<file path="src/rtl/pwm_chan_pkg.sv">
package pwm_chan_pkg;

  typedef enum logic [1:0] {
    MODE_OFF    = 2'd0,
    MODE_RUN    = 2'd1,
    MODE_BYPASS = 2'd2,
    MODE_STALL  = 2'd3
  } mode_e;

  // bit 7 bypass, 6 active-high, 5 gate, 4 enable, 3:0 prescaler code
  typedef struct packed {
    logic       bypass;
    logic       act_high;
    logic       gate;
    logic       enable;
    logic [3:0] psel;
  } ctrl_t;

  localparam logic [7:0] CTRL_RESET = 8'h40;

  function automatic logic [31:0] presc_div(input logic [3:0] code,
                                            input logic direct_ok);
    case (code)
      4'd0:    return 32'd120;
      4'd1:    return 32'd180;
      4'd2:    return 32'd240;
      4'd3:    return 32'd360;
      4'd4:    return 32'd480;
      4'd8:    return 32'd12000;
      4'd9:    return 32'd24000;
      4'd10:   return 32'd36000;
      4'd11:   return 32'd48000;
      4'd12:   return 32'd72000;
      4'd15:   return direct_ok ? 32'd1 : 32'd0;
      default: return 32'd0;
    endcase
  endfunction

endpackage

</file>
<file path="src/rtl/pwm_chan_regs.sv">
module pwm_chan_regs
  import pwm_chan_pkg::*;
#(
  parameter int CNT_W = 16
) (
  input  logic               clk,
  input  logic               rst,
  input  logic               wr_en,
  input  logic               wr_addr,
  input  logic [2*CNT_W-1:0] wr_data,
  output ctrl_t              ctrl_q,
  output logic [CNT_W-1:0]   per_q,
  output logic [CNT_W-1:0]   duty_q
);

  always_ff @(posedge clk) begin
    if (rst) begin
      ctrl_q <= ctrl_t'(CTRL_RESET);
      per_q  <= '0;
      duty_q <= '0;
    end else if (wr_en) begin
      if (!wr_addr) begin
        ctrl_q <= ctrl_t'(wr_data[7:0]);
      end else begin
        per_q  <= wr_data[CNT_W-1:0];
        duty_q <= wr_data[2*CNT_W-1:CNT_W];
      end
    end
  end

endmodule

</file>
<file path="src/rtl/pwm_chan_presc.sv">
module pwm_chan_presc
  import pwm_chan_pkg::*;
#(
  parameter int PRE_W     = 17,
  parameter bit DIRECT_OK = 1'b1
) (
  input  logic       clk,
  input  logic       rst,
  input  logic       run_i,
  input  logic [3:0] psel_i,
  output logic       tick_o,
  output logic       valid_o
);

  logic [PRE_W-1:0] div_w;
  logic [PRE_W-1:0] pre_cnt;
  logic             last_w;

  assign div_w   = PRE_W'(presc_div(psel_i, DIRECT_OK));
  assign valid_o = (div_w != '0);
  assign last_w  = (pre_cnt >= div_w - PRE_W'(1));
  assign tick_o  = run_i && valid_o && last_w;

  always_ff @(posedge clk) begin
    if (rst || !run_i || !valid_o) pre_cnt <= '0;
    else if (last_w)               pre_cnt <= '0;
    else                           pre_cnt <= pre_cnt + PRE_W'(1);
  end


  tick_wrap_chk: assert property (@(posedge clk) disable iff (rst)
    tick_o |=> (pre_cnt == '0));

endmodule

</file>
<file path="src/rtl/pwm_chan_count.sv">
module pwm_chan_count #(
  parameter int CNT_W = 16
) (
  input  logic             clk,
  input  logic             rst,
  input  logic             run_i,
  input  logic             tick_i,
  input  logic             act_high_i,
  input  logic [CNT_W-1:0] per_i,
  input  logic [CNT_W-1:0] duty_i,
  output logic             level_o
);

  logic [CNT_W-1:0] per_cur, duty_cur, cnt;
  logic             end_w, load_w, active_w;

  assign end_w    = ({1'b0, cnt} + (CNT_W+1)'(1)) >= {1'b0, per_cur};
  assign load_w   = !run_i || (tick_i && end_w);
  assign active_w = (duty_cur != '0) && ((duty_cur >= per_cur) || (cnt < duty_cur));

  always_ff @(posedge clk) begin
    if (rst) begin
      per_cur  <= '0;
      duty_cur <= '0;
      cnt      <= '0;
      level_o  <= 1'b0;
    end else begin
      if (load_w) begin
        per_cur  <= per_i;
        duty_cur <= duty_i;
      end
      if (!run_i)               cnt <= '0;
      else if (tick_i && end_w) cnt <= '0;
      else if (tick_i)          cnt <= cnt + CNT_W'(1);
      level_o <= (run_i && active_w) ? act_high_i : !act_high_i;
    end
  end


  shadow_hold_chk: assert property (@(posedge clk) disable iff (rst)
    (run_i && !(tick_i && end_w)) |=> ($stable(per_cur) && $stable(duty_cur)));


  idle_level_chk: assert property (@(posedge clk) disable iff (rst)
    !run_i |=> (level_o == !$past(act_high_i)));


  cnt_bound_chk: assert property (@(posedge clk) disable iff (rst)
    (run_i && per_cur != '0) |-> (cnt < per_cur));

endmodule

</file>
<file path="src/rtl/pwm_bypass_chan.sv">
module pwm_bypass_chan
  import pwm_chan_pkg::*;
#(
  parameter int CNT_W     = 16,
  parameter int PRE_W     = 17,
  parameter bit DIRECT_OK = 1'b1,
  localparam int DATA_W   = 2 * CNT_W
) (
  input  logic              clk,
  input  logic              rst,
  input  logic              wr_en,
  input  logic              wr_addr,
  input  logic [DATA_W-1:0] wr_data,
  output logic              pwm_o,
  output logic [1:0]        mode_o
);

  ctrl_t            ctrl_q;
  logic [CNT_W-1:0] per_q, duty_q;
  logic             want_run, tick, div_ok, run_w, level_q;
  mode_e            mode_w;

  pwm_chan_regs #(.CNT_W(CNT_W)) u_regs (
    .clk(clk), .rst(rst), .wr_en(wr_en), .wr_addr(wr_addr), .wr_data(wr_data),
    .ctrl_q(ctrl_q), .per_q(per_q), .duty_q(duty_q)
  );

  assign want_run = ctrl_q.gate && ctrl_q.enable && !ctrl_q.bypass;
  assign run_w    = want_run && div_ok;

  pwm_chan_presc #(.PRE_W(PRE_W), .DIRECT_OK(DIRECT_OK)) u_presc (
    .clk(clk), .rst(rst), .run_i(want_run), .psel_i(ctrl_q.psel),
    .tick_o(tick), .valid_o(div_ok)
  );

  pwm_chan_count #(.CNT_W(CNT_W)) u_count (
    .clk(clk), .rst(rst), .run_i(run_w), .tick_i(tick),
    .act_high_i(ctrl_q.act_high), .per_i(per_q), .duty_i(duty_q),
    .level_o(level_q)
  );

  always_comb begin
    if (ctrl_q.bypass)                      mode_w = MODE_BYPASS;
    else if (ctrl_q.gate && ctrl_q.enable)  mode_w = div_ok ? MODE_RUN : MODE_STALL;
    else                                    mode_w = MODE_OFF;
  end

  assign mode_o = mode_w;
  assign pwm_o  = ctrl_q.bypass ? clk : level_q;

endmodule

</file>
<file path="config.mk">
export PLATFORM = sky130hd
export DESIGN_NAME = pwm_bypass_chan
export DESIGN_NICKNAME = d
export VERILOG_FILES = /design/src/rtl/pwm_chan_pkg.sv /design/src/rtl/pwm_chan_regs.sv /design/src/rtl/pwm_chan_presc.sv /design/src/rtl/pwm_chan_count.sv /design/src/rtl/pwm_bypass_chan.sv
export SDC_FILE = /design/constraint.sdc
export NUM_CORES = 1
export LEC_CHECK = 0
export CAP_MARGIN = 20
export CORE_MARGIN = 2
export CORE_UTILIZATION = 58
export CTS_BUF_LIST = sky130_fd_sc_hd__clkbuf_16
export CTS_CLUSTER_SIZE = 8
export DETAILED_ROUTE_END_ITERATION = 8
export DONT_BUFFER_PORTS = 1
export GPL_TIMING_DRIVEN = 0
export PLACE_DENSITY = 0.87
export SLEW_MARGIN = 20
export SYNTH_ARGS = -nofsm -noshare
export SYNTH_HDL_FRONTEND = slang
export SYNTH_SLANG_ARGS = --single-unit
</file>
<file path="constraint.sdc">
create_clock -name clk -period 3.2 [get_ports clk]
set_input_delay 0.32 -clock clk [delete_from_list [all_inputs] [get_ports clk]]
set_output_delay 0.32 -clock clk [all_outputs]
set_load 0.1 [all_outputs]
</file>
==> impl_metrics.py <==
metrics = {
    "status": {
        "status": "finished, violations left",
        "violations": "setup timing",
    },
    "finish": {
        "post-route-util": 0.769,
        "drive_gt1_frac": 0.178,
        "multi_input_area_sq_mm": 0.00442,
        "regArea_sq_mm": 0.00246,
        "area_delta_synth_final_pct": 29.0,
        "diodes": 0,
        "fill_cells": 591,
        "nNetsFinal": 999,
    },
    "timing": {
        "rsz0062_at_grt": "yes",
        "setup_violations": 65,
        "tightest_slew_ns": 0.704,
        "max_freq_ghz": 0.278,
        "period_share": 1.12,
        "final-max-slew-violation-count": 0,
        "fin_crit_ns": 3.60,
        "hold_viol_final": 0,
        "maxSlewHeadroom": 0.530,
        "setup_ws_ns": -0.398,
        "skew_ns": 0.00766,
    },
    "logic_synthesis": {
        "synth_seq_area_share": 0.356,
        "ys_types": 52,
        "ys_top_cells_by_area": "dfxtp_1 36%, ha_1 13%, nand2b_1 6.6%, nand2_1 6.0%, mux2i_1 5.9%",
        "yosysTopAreaCellShare": 0.356,
        "synthArstFlopShare": 0,
        "synth_area_per_cell_sq_um": 8.50,
        "synth_nets": 908,
        "synth_top_area_cell": "dfxtp_1",
        "ys_seq_elements": 121,
        "synth_edf_count": 0,
        "yosys_warnings": 0,
        "synth_cells": 801,
        "syn-cell-area_sq_mm": 0.00681,
        "synthFlopType": "dfxtp_1",
    },
    "min_path": {
        "min-delay-path-class": "input pin to flip-flop",
        "worstHoldEndpoint": "u_count.level_o",
        "whs_path_depth": 2,
        "hp-start": "rst",
    },
    "routing": {
        "wl_um": 23100,
        "vias": 6808,
        "routedWlPerCell_um": 22.1,
        "avgViaCountPerCell": 6.50,
        "drc": 0,
        "firstDrtPassIters": 5,
        "drtIter0Drc": 721,
        "ant_nets": 0,
    },
    "pwr": {
        "p_leak_nw": 3.52,
        "finalPower_mw": 4.12,
        "vdd_drop_max_mv": 0.480,
        "power.density_mw_per_mm2": 469,
    },
    "cts": {
        "clk-insertion-delay-late_ns": 0.55,
        "clkTransAtPathRegs_ns": 0.06,
        "tritoncts": "done",
    },
    "grt": {
        "first_global_vias": 6604,
        "grt_max_degree": 17,
        "track_usage": 0.331,
        "grt-ovfl-total": 0,
        "grt_pass1_wl_um": 32900,
        "antenna_found_initial": 0,
    },
    "setup_path": {
        "timing.rr.start": "u_presc.div_w[6]",
        "slowest_stage": "or3_4",
        "critPathMaxFanout": 6,
        "worstPathArrival_ns": 4.05,
        "worstPathCellList": "nor4_4 > nand3_2 > or3_4 > o41a_1 > nor2_1 > ha_1 > a21oi_2 > o21ai_2 > a221oi_4 > nand2_2 > a21oi_4 > buf_12 > buf_12 > mux2i_2",
        "end_kind": "flip-flop",
        "startpoint_type": "flip-flop",
        "critical_path_class": "flip-flop to flip-flop",
        "path_delay_family": "simple AND/OR/NAND/NOR gates",
        "crit_required_ns": 3.65,
        "rr_endpoint": "u_count.duty_cur[4]",
        "ff2ff_path_depth": 14,
        "critPathBufInv": 2,
        "critPathMaxStageDelay_ns": 0.37,
        "rrSetupSlack_ns": -0.40,
        "path_common_cell": "buf_12",
    },
    "floorplan": {
        "ios": 39,
        "core_area_sq_mm": 0.0114,
        "dieArea_sq_mm": 0.0126,
        "die_x_um": 112,
        "num_rows": 39,
        "start_util": 0.596,
        "die_h_um": 112,
    },
    "placed_design": {
        "numPortBuffers": 0,
        "hpwl_um": 11000,
        "gp_congestion": 0.922,
    },
    "flow_run": {
        "maxCapViolations": 0,
    },
}
==> report_power, final <==
part / total (mW) / internal, mW / leakage (nW) / switching [mW]
clock network: 2.13 / 1.37 / 0.325 / 0.760
registers: 1.60 / 1.55 / 0.992 / 0.0471
logic: 0.395 / 0.168 / 2.21 / 0.227
total: 4.12 / 3.09 / 3.52 / 1.03
==> area by class of cell <==
type	instances	area share
multi-input cells	600	0.504
flip-flops and latches	121	0.280
plain buffers	33	0.0235
inverters	46	0.0197
clock inverters	14	0.0178
repair buffers	70	0.0779
well taps	143	0.0204
clock buffers	20	0.0570
==> synth_stat cells, drive strengths merged (3+ instances only) <==
library cell	instances
or3	3
a221oi	4
a21o	10
dfxtp	121
xor2	18
nand2	108
clkbuf	24
inv	46
mux2i	40
ha	71
xnor2	22
or4	12
nor2	55
and3	9
o21ai	22
a211o	3
nor4	10
and4	8
a31oi	3
nand3	21
nand4	7
buf	11
or2	6
a21oi	67
nand2b	72
==> logic make-up (layout without fill, tap and decap cells) <==
| logic type | Yosys count | after routing | synth area share |
|---|---|---|---|
| and+or+nand+nor | 320 | 320 | 0.237 |
| AOI/OAI and AO/OA | 127 | 128 | 0.114 |
| DFF | 121 | 121 | 0.356 |
| buffers and inverters | 81 | 183 | 0.0507 |
| adders and majority gates | 71 | 71 | 0.130 |
| muxes | 41 | 41 | 0.0604 |
| xor gates and xnor gates | 40 | 40 | 0.0514 |
==> flip-flops by register name, summed over array words and instances (netlist names) <==
signal	count
u_count.level_o	1
u_count.cnt	16
u_count.duty_cur	16
u_regs.per_q	16
u_presc.div_w	15
u_count.per_cur	16
u_regs.ctrl_q	8
u_presc.pre_cnt	17
u_regs.duty_q	16
==> timing repair <==
action | 4_1_cts | 5_1_grt
buffers inserted | 24 | 11
pin swaps | 21 | 24
hold buffers | 32 | 0
endpoints found under the hold margin | 35 | 0
gates cloned | 3 | 2
gates resized for setup | 62 | 46
setup endpoints to repair | 65 | 66
==> worst reg2reg max path: stages (launching register included) <==
cell,delay (ns)
dfxtp_2,0.35
nor4_4,0.32
nand3_2,0.14
or3_4,0.37
o41a_1,0.35
nor2_1,0.19
ha_1,0.31
a21oi_2,0.18
o21ai_2,0.09
a221oi_4,0.27
nand2_2,0.12
a21oi_4,0.23
buf_12,0.17
buf_12,0.15
mux2i_2,0.27
==> through the flow <==
stage | area (sq um) | cells | hold WS [ns] | setup slack, ns | TNS, ns
floorplan | 6870 | 801 | 0.437 | 0.00314 | 0
global placement | 7040 | 944 | 0.443 | -0.480 | -23.97
detailed placement | 7050 | 944 | 0.449 | -0.607 | -29.29
CTS | 8470 | 1034 | 0.0235 | -0.155 | -3.83
global route | 8780 | 1047 | 0.0269 | -0.464 | -20.24
finish | 8780 | 1047 | 0.0132 | -0.398 | -14.51
==> metal layers <==
metal  vias up  global-route usage  wire [um]
li1       2939                   -          -
met1      3181               0.373       8430
met2       528               0.551      11000
met3       160              0.0891       2030
met4         0               0.223       1680
met5         -                   0          0
==> cell usage in the layout, fill, tap and decap left out, drive strengths merged, types with 3 or more instances in the layout <==
cell,n
a211o,3
a21o,11
a21oi,67
a221oi,4
a31oi,3
and3,9
and4,8
buf,47
bufinv,3
clkbuf,44
clkinv,6
dfxtp,121
dlygate4sd3,32
ha,71
inv,49
mux2i,40
nand2,108
nand2b,72
nand3,21
nand4,7
nor2,55
nor4,10
o21ai,22
or2,6
or3,3
or4,12
xnor2,22
xor2,18
==> worst max-delay path by stage <==
stage,endpoint,from,slack (ns),depth (start not counted)
6_report,u_count.duty_cur[4],u_presc.div_w[6],-0.40,14
4_1_cts,u_count.per_cur[5],u_presc.div_w[8],-0.15,13
3_3_place_gp,u_count.cnt[14],u_count.cnt[1],-0.48,13
2_1_floorplan,u_count.duty_cur[0],u_presc.div_w[9],0.003,13
5_1_grt,u_count.duty_cur[4],u_presc.div_w[6],-0.46,14
3_5_place_dp,u_count.cnt[4],u_count.cnt[1],-0.61,13
(Power assumes the default switching activity.)
